==> src/rtl/nanprop_pkg.sv <==
package nanprop_pkg;

   typedef enum logic [1:0] {
      POL_ORDERED   = 2'd0,
      POL_FIRST_NAN = 2'd1,
      POL_MAGNITUDE = 2'd2,
      POL_RESERVED  = 2'd3
   } nan_policy_e;

   typedef struct packed {
      logic is_nan;
      logic is_sig;
      logic is_qui;
   } nan_class_t;

endpackage

==> src/rtl/nanprop_classify.sv <==
module nanprop_classify
   import nanprop_pkg::*;
#(
   parameter int EXP_W = 8,
   parameter int FRC_W = 23
) (
   input  logic [EXP_W+FRC_W-1:0] mag,
   output nan_class_t             cls
);

   logic exp_ones;
   logic frac_nz;

   assign exp_ones   = &mag[FRC_W +: EXP_W];
   assign frac_nz    = |mag[FRC_W-1:0];
   assign cls.is_nan = exp_ones & frac_nz;
   assign cls.is_qui = exp_ones & frac_nz & mag[FRC_W-1];
   assign cls.is_sig = exp_ones & frac_nz & ~mag[FRC_W-1];

endmodule

==> src/rtl/nanprop_magcmp.sv <==
module nanprop_magcmp #(
   parameter int W = 32
) (
   input  logic [W-1:0] word_a,
   input  logic [W-1:0] word_b,
   output logic         a_larger
);

   logic mag_gt;
   logic mag_eq;
   logic raw_lt;

   assign mag_gt   = word_a[W-2:0] >  word_b[W-2:0];
   assign mag_eq   = word_a[W-2:0] == word_b[W-2:0];
   assign raw_lt   = word_a < word_b;
   assign a_larger = mag_gt | (mag_eq & raw_lt);

endmodule

==> src/rtl/nanprop_policy.sv <==
module nanprop_policy
   import nanprop_pkg::*;
(
   input  nan_policy_e pol,
   input  nan_class_t  cls_a,
   input  nan_class_t  cls_b,
   input  logic        a_larger,
   output logic        pick_b
);

   always_comb begin
      pick_b = 1'b1;
      unique case (pol)
         POL_ORDERED: begin
            if (cls_a.is_sig)      pick_b = 1'b0;
            else if (cls_b.is_sig) pick_b = 1'b1;
            else if (cls_a.is_qui) pick_b = 1'b0;
            else                   pick_b = 1'b1;
         end
         POL_MAGNITUDE: begin
            if (cls_a.is_sig) begin
               if (cls_b.is_sig)      pick_b = ~a_larger;
               else if (cls_b.is_qui) pick_b = 1'b1;
               else                   pick_b = 1'b0;
            end else if (cls_a.is_qui) begin
               if (cls_b.is_qui)      pick_b = ~a_larger;
               else                   pick_b = 1'b0;
            end else begin
               pick_b = 1'b1;
            end
         end
         POL_FIRST_NAN, POL_RESERVED: begin
            pick_b = ~cls_a.is_nan;
         end
         default: pick_b = 1'b1;
      endcase
   end

endmodule

==> src/rtl/nanprop_select.sv <==
module nanprop_select
   import nanprop_pkg::*;
#(
   parameter int EXP_S = 8,
   parameter int FRC_S = 23,
   parameter int EXP_D = 11,
   parameter int FRC_D = 52
) (
   input  logic                     clk,
   input  logic                     rst_n,
   input  logic                     in_valid,
   input  logic                     fmt_dbl,
   input  logic [1:0]               policy,
   input  logic                     dnan_mode,
   input  logic [EXP_D+FRC_D:0]     op_a,
   input  logic [EXP_D+FRC_D:0]     op_b,
   output logic                     out_valid,
   output logic                     nan_valid,
   output logic                     invalid,
   output logic [EXP_D+FRC_D:0]     result
);

   localparam int W_S = 1 + EXP_S + FRC_S;
   localparam int W_D = 1 + EXP_D + FRC_D;

   if (W_D < W_S) begin : g_bad_width
      $error("double format must be at least as wide as single format");
   end
   if (FRC_S < 2 || EXP_S < 2) begin : g_bad_single
      $error("single format fields too narrow");
   end

   nan_class_t       cls_a_f   [2];
   nan_class_t       cls_b_f   [2];
   logic             larger_f  [2];
   logic [W_D-1:0]   qa_f      [2];
   logic [W_D-1:0]   qb_f      [2];
   logic [W_D-1:0]   dflt_f    [2];

   for (genvar g = 0; g < 2; g++) begin : g_fmt
      localparam int EW  = (g == 0) ? EXP_S : EXP_D;
      localparam int FRW = (g == 0) ? FRC_S : FRC_D;
      localparam int FW  = 1 + EW + FRW;
      localparam logic [FW-1:0] QMASK = FW'(1) << (FRW - 1);
      localparam logic [FW-1:0] DFLT  = {1'b0, {EW{1'b1}}, 1'b1, {(FRW-1){1'b0}}};

      logic [FW-1:0] wa;
      logic [FW-1:0] wb;

      assign wa = op_a[FW-1:0];
      assign wb = op_b[FW-1:0];

      nanprop_classify #(.EXP_W(EW), .FRC_W(FRW)) i_cls_a (
         .mag (wa[FW-2:0]),
         .cls (cls_a_f[g])
      );

      nanprop_classify #(.EXP_W(EW), .FRC_W(FRW)) i_cls_b (
         .mag (wb[FW-2:0]),
         .cls (cls_b_f[g])
      );

      nanprop_magcmp #(.W(FW)) i_cmp (
         .word_a   (wa),
         .word_b   (wb),
         .a_larger (larger_f[g])
      );

      assign qa_f[g]   = W_D'(wa | QMASK);
      assign qb_f[g]   = W_D'(wb | QMASK);
      assign dflt_f[g] = W_D'(DFLT);
   end

   nan_class_t     cls_a;
   nan_class_t     cls_b;
   logic           a_larger;
   logic           pick_b;
   logic [W_D-1:0] sel_word;
   logic           any_nan;
   logic           any_sig;

   assign cls_a    = fmt_dbl ? cls_a_f[1]  : cls_a_f[0];
   assign cls_b    = fmt_dbl ? cls_b_f[1]  : cls_b_f[0];
   assign a_larger = fmt_dbl ? larger_f[1] : larger_f[0];

   nanprop_policy i_pol (
      .pol      (nan_policy_e'(policy)),
      .cls_a    (cls_a),
      .cls_b    (cls_b),
      .a_larger (a_larger),
      .pick_b   (pick_b)
   );

   assign any_nan = cls_a.is_nan | cls_b.is_nan;
   assign any_sig = cls_a.is_sig | cls_b.is_sig;

   always_comb begin
      if (dnan_mode)   sel_word = fmt_dbl ? dflt_f[1] : dflt_f[0];
      else if (pick_b) sel_word = fmt_dbl ? qb_f[1]   : qb_f[0];
      else             sel_word = fmt_dbl ? qa_f[1]   : qa_f[0];
   end

   always_ff @(posedge clk or negedge rst_n) begin
      if (!rst_n) begin
         out_valid <= 1'b0;
         nan_valid <= 1'b0;
         invalid   <= 1'b0;
         result    <= '0;
      end else begin
         out_valid <= in_valid;
         if (in_valid) begin
            nan_valid <= any_nan;
            invalid   <= any_sig;
            result    <= sel_word;
         end
      end
   end

endmodule

==> config.mk <==
export PLATFORM = sky130hd
export DESIGN_NAME = nanprop_select
export DESIGN_NICKNAME = d
export VERILOG_FILES = /design/src/rtl/nanprop_pkg.sv /design/src/rtl/nanprop_classify.sv /design/src/rtl/nanprop_magcmp.sv /design/src/rtl/nanprop_policy.sv /design/src/rtl/nanprop_select.sv
export SDC_FILE = /design/constraint.sdc
export NUM_CORES = 1
export LEC_CHECK = 0
export ABC_AREA = 1
export BUFFER_PORTS_ARGS = -buffer_cell sky130_fd_sc_hd__buf_2
export CORE_ASPECT_RATIO = 0.75
export CORE_MARGIN = 2
export CORE_UTILIZATION = 54
export CTS_BUF_LIST = sky130_fd_sc_hd__clkbuf_2
export CTS_CLUSTER_SIZE = 24
export DETAILED_ROUTE_END_ITERATION = 12
export PLACE_DENSITY_LB_ADDON = 0.05
export SYNTH_ARGS = -nofsm -noshare
export SYNTH_HDL_FRONTEND = slang
export SYNTH_SLANG_ARGS = --single-unit
==> constraint.sdc <==
create_clock -name clk -period 0.85 [get_ports clk]
set_input_delay 0.17 -clock clk [delete_from_list [all_inputs] [get_ports clk]]
set_output_delay 0.17 -clock clk [all_outputs]
set_load 0.02 [all_outputs]
==> impl_metrics.toml, run 1 <==
[outcome]
status = "did not finish"
haltStage = "clock tree synthesis (4_1_cts)"
error = "[ERROR DPL-0038] Utilization greater than 100%, impossible to legalize"

[clock_network]
cts-root-buf = "clkbuf_2"
cts_max_path_buffers = 2
cts_resized = 275
cts_hold_buf = 69
postCtsSetupBuffers = 31
cts_sinks = 67
cts-buffers-inserted = 9
cts_max_level = 3

[logic_synthesis]
avgSynthCellArea_um2 = 6.16
synthTopCellsByArea = "dfrtp_1 (26%), nand2_1 (23%), ha_1 (12%)"
ys_seq_area_frac = 0.261
syn-cell-area_um2 = 6410
ys_seq_elements = 67
synth_area_leader_cell = "dfrtp_1"
syn_nets = 1240
synth_cells = 1041
yosysWarnings = 0
synth_top_area_frac = 0.261
synth_cell_types = 30

[place]
place_ws_ns = -1.82
dpl.hpwl_um = 18600
place_congestion = 0.980
portBuffers = 201
post_dp_cell_area_um2 = 9710

[floorplanning]
start_util = 0.554
dieWidth_um = 130
die_h_um = 98.4
io_pins = 202
rows = 34
==> cell usage after synthesis, drive strengths merged <==
master and number:
nand2 399, inv 166, nor2 91, dfrtp 67
ha 64, a21oi 52, nand3 51, o21ai 29
nand4 24, o211ai 23, buf 16, nor3 14
nor4 14, o21bai 12, clkbuf 11, a21o 2
o21a 2, and2 1, and3 1, nand2b 1
nor3b 1
==> cell families after synthesis <==
kind of cell	synth area share
buffers and inverters	0.120
and+or+nand+nor	0.383
AOI/OAI and AO/OA	0.111
DFF	0.261
adders and majority gates	0.125
==> through the flow <==
stage	hold slack, ns	utilization	instances	TNS (ns)
after floorplan	-0.126	-	1041	-81.00
after global placement	0.214	0.839	1538	-110.65
after detailed placement	0.218	0.839	1538	-113.19
==> run 2: changes to the inputs <==
--- a/config.mk
+++ b/config.mk
@@ -7,13 +7,10 @@
 export LEC_CHECK = 0
 export ABC_AREA = 1
 export BUFFER_PORTS_ARGS = -buffer_cell sky130_fd_sc_hd__buf_2
-export CORE_ASPECT_RATIO = 0.75
 export CORE_MARGIN = 2
-export CORE_UTILIZATION = 54
-export CTS_BUF_LIST = sky130_fd_sc_hd__clkbuf_2
-export CTS_CLUSTER_SIZE = 24
+export CORE_UTILIZATION = 40
 export DETAILED_ROUTE_END_ITERATION = 12
-export PLACE_DENSITY_LB_ADDON = 0.05
+export PLACE_DENSITY_LB_ADDON = 0.15
 export SYNTH_ARGS = -nofsm -noshare
 export SYNTH_HDL_FRONTEND = slang
 export SYNTH_SLANG_ARGS = --single-unit
==> impl_metrics.toml, run 2 <==
[outcome]
status = "finished with violations"
violations = "negative setup slack"

[grt]
grt_util_all_layers = 0.282
antenna_found_initial = 2
grt_max_degree = 35
grt_overflow = 0
grt_pass1_vias = 7902
grt_pass1_wl_um = 37600

[floorplanning]
rows = 46
start_util = 0.407
dieWidth_um = 131
io_pins = 202
die_h_um = 131
die-area_um2 = 17100
coreArea_um2 = 15800

[cells_and_area]
drive_gt1_frac = 0.513
layout_common_cells = "nand2_1 (322), buf_4 (210), buf_6 (131)"
nets = 1662
largest-register = "result"
num-fill-cells = 1072
largest_register_ffs = 64
fin_util = 0.787
synthToLayoutAreaGrowth_pct = 93.6
multiInputGateArea_um2 = 5600
final_common_cell = "nand2_1"
seq_area_um2 = 1680
design_area_um2 = 12400

[power]
p_leak_nw = 6.27
powerDensity_nw_per_um2 = 1060
vdd_drop_max_mv = 0.928

[logic_synthesis]
syn_nets = 1240
synth_ff_type = "dfrtp_1"
ys_seq_area_frac = 0.261
synth_edf_count = 0
avgSynthCellArea_um2 = 6.16
synth_cell_types = 30
synth_area_leader_cell = "dfrtp_1"
syn-cell-area_um2 = 6410
ys_seq_elements = 67
yosysMostFrequentCell = "nand2_1"
synth_commonest_cells = "nand2_1 (395), inv_1 (165), nor2_1 (87)"
synth_top_area_frac = 0.261
yosysWarnings = 0
synth_cells = 1041
ys_async_sr_fraction = 1.00
synthTopCellsByArea = "dfrtp_1 (26%), nand2_1 (23%), ha_1 (12%)"

[sta]
fin_crit_ns = 2.37
worstMarginPinSlew_ns = 0.431
worst_slack_ns = -1.52
finalCritPeriodShare = 2.79
slew_headroom = 0.710
final_max_slew_viol_count = 0
fin_worst_skew_ns = 0
fmax_mhz = 422
rsz0062_at_grt = "true"
setup_violations = 132
hold_violations = 0

[place]
place_congestion = 0.933
post_dp_cell_area_um2 = 9920
dpl.hpwl_um = 18500
portBuffers = 201

[detailed_routing]
viasPerCell = 5.12
ant_nets = 0
drcViolationCount = 0
drt_iter0_drc = 423
drt-total-wl_um = 27600
wl_per_cell_um = 16.4
vias = 8637
drt_pass1_iterations = 5

[clock_network]
cts_max_path_buffers = 2
cts_tree = "yes"
clkSlewWorstSetupHoldPaths_ns = 0.07
cts_max_level = 3
cts-buffers-inserted = 9
clock_latency_ns = 0.35
cts-root-buf = "clkbuf_16"
cts_sinks = 67

[worst_setup_path]
crit_required_ns = 1.09
endpoint_kind = "register"
path_class = "in -> reg"
critical_path.max_fanout = 7
crit_arrival_ns = 2.61
worstSetupStartpointType = "input pin"

[run]
drv_cap = 0

[hold_path]
holdCritPathClass = "in -> reg"
## run 2: kinds of logic (layout without fill, tap and decap cells)
family,Yosys count,after routing,share of synthesized area
compound gates,120,120,0.111
fa+ha+maj,64,64,0.125
buf+inv,193,619,0.120
flops,67,67,0.261
other cells,0,2,0
simple gates,597,598,0.383
## run 2: per-layer routing
metal | GRT usage | share of wire | up-vias
met5 | 0 | 0 | -
met1 | 0.354 | 0.40 | 4026
met3 | 0.0419 | 0.054 | 93
met4 | 0.106 | 0.042 | 0
li1 | - | - | 4186
met2 | 0.490 | 0.50 | 332
## run 2: layout make-up
cell class                 count  share of cell area
clock buffer                  10              0.0192
antenna                        2            0.000403
tap                          216              0.0218
timing repair buffer         437               0.311
multi-input combinational    782               0.451
sequential                    67               0.135
clock inverter                 6             0.00393
inverter                     166              0.0580
## run 2: repair_timing
item / CTS / global route
pin swaps: 58 / 106
hold endpoints to repair: 5 / 0
gates cloned: 2 / 7
setup endpoints to repair: 132 / 132
setup buffers: 11 / 40
hold buffers: 2 / 0
gates resized for setup: 173 / 290
## run 2: power by group
group / switching (mW) / total [mW] / internal [mW]
clock: 1.74 / 3.83 / 2.08
combinational: 2.82 / 5.74 / 2.93
sequential: 0.198 / 3.64 / 3.44
total: 4.76 / 13.2 / 8.45
## run 2: final timing paths
path / startpoint / endpoint / slack [ns] / cells after the start
setup / recovery: op_b[57] / result[5] / -1.52 / 25
hold / removal: op_b[41] / result[41] / 0.06 / 3
setup reg to reg: result[29] / result[29] / -0.08 / 4
hold reg to reg: result[62] / result[62] / 0.49 / 2
max in group asynchronous: rst_n / result[14] / 0.13 / 3
min in group asynchronous: rst_n / result[33] / 0.26 / 2
## run 2: critical path, stage by stage
cell and delay (ns):
buf_6 0.10, inv_4 0.05, ha_4 0.20, buf_6 0.12, nand2_2 0.06, inv_2 0.04
nand2_2 0.06, nand2_2 0.07, a21oi_2 0.16, nand2_1 0.09, a21oi_2 0.15, nand2_1 0.07
nand2_1 0.07, nand2_1 0.05, nand2_1 0.07, nand2_1 0.05, nand2_1 0.06, nand2_1 0.05
nand2_1 0.08, nand2_2 0.07, nand2_4 0.14, nand2_8 0.14, clkbuf_16 0.19, o211ai_1 0.22
nand2_1 0.08
## run 2: stage by stage
stage | std cells | TNS, ns | worst slack [ns] | power, mW | hold WS (ns)
floorplan | 1041 | -81.00 | -1.29 | 6.00 | -0.126
global placement | 1608 | -114.78 | -1.83 | 8.00 | 0.0874
detailed placement | 1608 | -114.72 | -1.85 | 8.04 | 0.0836
CTS | 1639 | -97.40 | -1.36 | 12.3 | 0.0514
global route | 1686 | -119.82 | -1.73 | 13.8 | 0.0714
finish | 1686 | -104.95 | -1.52 | 13.2 | 0.0627
(Power assumes the default switching activity.)
==> run 3: changes to the inputs <==
==> constraint.sdc (replaced) <==
create_clock -name clk -period 0.85 [get_ports clk]
set_input_delay 0.0425 -clock clk [delete_from_list [all_inputs] [get_ports clk]]
set_output_delay 0.0425 -clock clk [all_outputs]
set_load 0.02 [all_outputs]
==> impl_metrics.toml, run 3 (synthesized netlist as in run 2, its figures left out) <==
[place]
portBuffers = 201
place_ws_ns = -1.71
placed_cells = 1622
dpl.hpwl_um = 18400
place_congestion = 0.915

[detailed_routing]
drt_iter0_drc = 349
vias = 8445
drcViolationCount = 0
viasPerCell = 4.96
ant_nets = 0
wl_per_cell_um = 15.4
drt-total-wl_um = 26200
drt_pass1_iterations = 5

[sta]
hold_violations = 0
fin_hold_ws_ns = 0.0158
slew_headroom = 0.664
finalCritPeriodShare = 2.71
rsz0062_at_grt = "true"
worst_slack_ns = -1.46
worstMarginPinSlew_ns = 0.499
setup_violations = 132
fin_crit_ns = 2.31
fin_worst_skew_ns = 0
fmax_mhz = 434
final_max_slew_viol_count = 0

[clock_network]
cts_max_level = 3
clkSlewWorstSetupHoldPaths_ns = 0.06
cts_sinks = 67
clock_latency_ns = 0.35
cts-buffers-inserted = 9
cts_max_path_buffers = 2
cts-root-buf = "clkbuf_16"
cts_tree = "yes"

[cells_and_area]
fin_util = 0.778
largest-register = "result"
num-fill-cells = 1080
seq_area_um2 = 1680
synthToLayoutAreaGrowth_pct = 91.3
final_common_cell = "nand2_1"
final_cells = 1702
drive_gt1_frac = 0.483
largest_register_ffs = 64
multiInputGateArea_um2 = 5480
nets = 1677
layout_common_cells = "nand2_1 (336), buf_4 (214), inv_1 (111)"

[floorplanning]
rows = 46
die-area_um2 = 17100
die_h_um = 131
dieWidth_um = 131
coreArea_um2 = 15800
start_util = 0.407
io_pins = 202

[grt]
antenna_found_initial = 4
grt_overflow = 0
grt_pass1_vias = 8020
grt_max_degree = 38
grt_util_all_layers = 0.285
grt_pass1_wl_um = 38000

[worst_setup_path]
endpoint_kind = "register"
crit_required_ns = 1.08
crit_top_cell = "nand2_1"
worstSetupStartpointType = "input pin"
critical_path.max_fanout = 9
critical_path.endpoint = "result[0]"
crit_path_start = "op_a[58]"
crit_arrival_ns = 2.54
path_class = "in -> reg"
crit-reg2reg-launch = "result[27]"
r2r_cells = 4
worst-r2r-setup-slack_ns = -0.05
regToRegEndpoint = "result[27]"
crit_slowest_cell = "ha_4"
slowest_delay_ns = 0.25
crit_chain = "buf_2 > ha_4 > buf_4 > a21oi_1 > nand2_1 > a21oi_2 > nand2_1 > a21oi_2 > nand2_1 > nand2_1 > nand2_1 > nand2_1 > nand2_1 > nand2_1 > nand2_1 > nand2_1 > nand2_2 > nand2_8 > nand2_8 > buf_16 > o211ai_1 > nand2_1"

[outcome]
violations = "negative setup slack"
status = "finished with violations"

[power]
vdd_drop_max_mv = 0.997
power_mw = 13.4
p_leak_nw = 6.27
powerDensity_nw_per_um2 = 1090

[hold_path]
holdCritPathClass = "in -> reg"

[run]
drv_cap = 0
-- run 3: metal layers --
| layer | vias up | GRT usage | share of wire | wire (um) |
|---|---|---|---|---|
| li1 | 4209 | - | - | - |
| met1 | 3906 | 0.350 | 0.42 | 11000 |
| met2 | 266 | 0.505 | 0.50 | 13100 |
| met3 | 62 | 0.0379 | 0.047 | 1230 |
| met4 | 2 | 0.119 | 0.035 | 903 |
| met5 | - | 0 | 0.00053 | 14 |
-- run 3: critical path: cells and delay by family --
family	cells	cell delay [ns]
buffers and inverters	3	0.45
adder cells (fa/ha/maj)	1	0.25
AO/OA/AOI/OAI	4	0.66
AND/OR/NAND/NOR	14	1.13
-- run 3: stage by stage --
step	TNS, ns	instance area (um^2)
2_1_floorplan	-72.72	7360
5_1_grt	-105.63	12300
6_report	-92.53	12300
3_3_place_gp	-104.54	10000
4_1_cts	-83.89	11300
3_5_place_dp	-106.05	10000
-- run 3: layout make-up --
class                      instances  area share
multi-input combinational        783       0.446
timing repair inverter             1    0.000918
clock inverter                     6     0.00724
timing repair buffer             450       0.309
inverter                         166      0.0573
clock buffer                      10      0.0195
sequential                        67       0.137
antenna                            3    0.000612
tap                              216      0.0220
-- run 3: how the worst min path moves through the flow --
stage	start	to	slack, ns	cells past startpoint
detailed placement	rst_n	result[40]	0.07	2
floorplan	rst_n	invalid	-0.25	0
CTS	op_b[21]	result[21]	0.007	3
global route	op_b[21]	result[21]	0.03	3
global placement	rst_n	result[40]	0.07	2
finish	op_b[21]	result[21]	0.02	3
-- run 3: what timing repair did --
item                       CTS  global route
setup endpoints to repair  132           132
hold endpoints to repair    82             0
pin swaps                   46            46
gates resized for setup    135           219
hold buffers                16             0
setup buffers               11            25
gates cloned                 5             5
-- run 3: report_power, final --
| part | switching [mW] | leakage, nW | internal, mW |
|---|---|---|---|
| Combinational | 2.70 | 5.25 | 2.79 |
| Sequential | 0.194 | 0.865 | 3.44 |
| Clock | 1.62 | 0.155 | 2.65 |
| Total | 4.52 | 6.27 | 8.88 |
==> run 4: changes to the inputs <==
--- a/config.mk
+++ b/config.mk
@@ -8,7 +8,7 @@
 export ABC_AREA = 1
 export BUFFER_PORTS_ARGS = -buffer_cell sky130_fd_sc_hd__buf_2
 export CORE_MARGIN = 2
-export CORE_UTILIZATION = 40
+export CORE_UTILIZATION = 53
 export DETAILED_ROUTE_END_ITERATION = 12
 export PLACE_DENSITY_LB_ADDON = 0.15
 export SYNTH_ARGS = -nofsm -noshare
==> impl_metrics.toml, run 4 <==
[place]
portBuffers = 201
post_dp_cell_area_um2 = 9860
place_congestion = 0.902
dpl.hpwl_um = 18200
place_ws_ns = -1.75
placed_cells = 1540

[clock_network]
cts-buffers-inserted = 9
cts_hold_buf = 17
cts_max_level = 3
cts_resized = 303
postCtsSetupBuffers = 40
cts_sinks = 67
cts-root-buf = "clkbuf_16"
cts_max_path_buffers = 2

[logic_synthesis]
synthTopCellsByArea = "dfrtp_1 (26%), nand2_1 (23%), ha_1 (12%)"
synth_top_area_frac = 0.261
syn_nets = 1240
synth_area_leader_cell = "dfrtp_1"
avgSynthCellArea_um2 = 6.16
synth_ff_type = "dfrtp_1"
yosysMostFrequentCell = "nand2_1"
syn-cell-area_um2 = 6410
synth_commonest_cells = "nand2_1 (395), inv_1 (165), nor2_1 (87)"
synth_edf_count = 0
synth_cells = 1041
synth_cell_types = 30
yosysWarnings = 0
ys_seq_elements = 67
ys_seq_area_frac = 0.261
ys_async_sr_fraction = 1.00

[floorplanning]
dieWidth_um = 114
die_h_um = 114
rows = 40
io_pins = 202
start_util = 0.538

[outcome]
error = "[ERROR DPL-0033] detailed placement checks failed during check placement."
haltStage = "clock tree synthesis (4_1_cts)"
status = "did not finish"
-- run 4: cell counts after synthesis --
Identical to the previous run, type by type.
-- run 4: metrics by stage --
stage	hold slack (ns)	setup TNS, ns
global placement	0.0902	-101.01
floorplan	-0.253	-72.72
detailed placement	0.0931	-107.65
-- run 4: cell families after synthesis --
| kind of cell | Yosys count | share of synthesized area |
|---|---|---|
| adder cells (fa/ha/maj) | 64 | 0.125 |
| flip-flops | 67 | 0.261 |
| AND/OR/NAND/NOR | 597 | 0.383 |
| AO/OA/AOI/OAI | 120 | 0.111 |
| buffers and inverters | 193 | 0.120 |
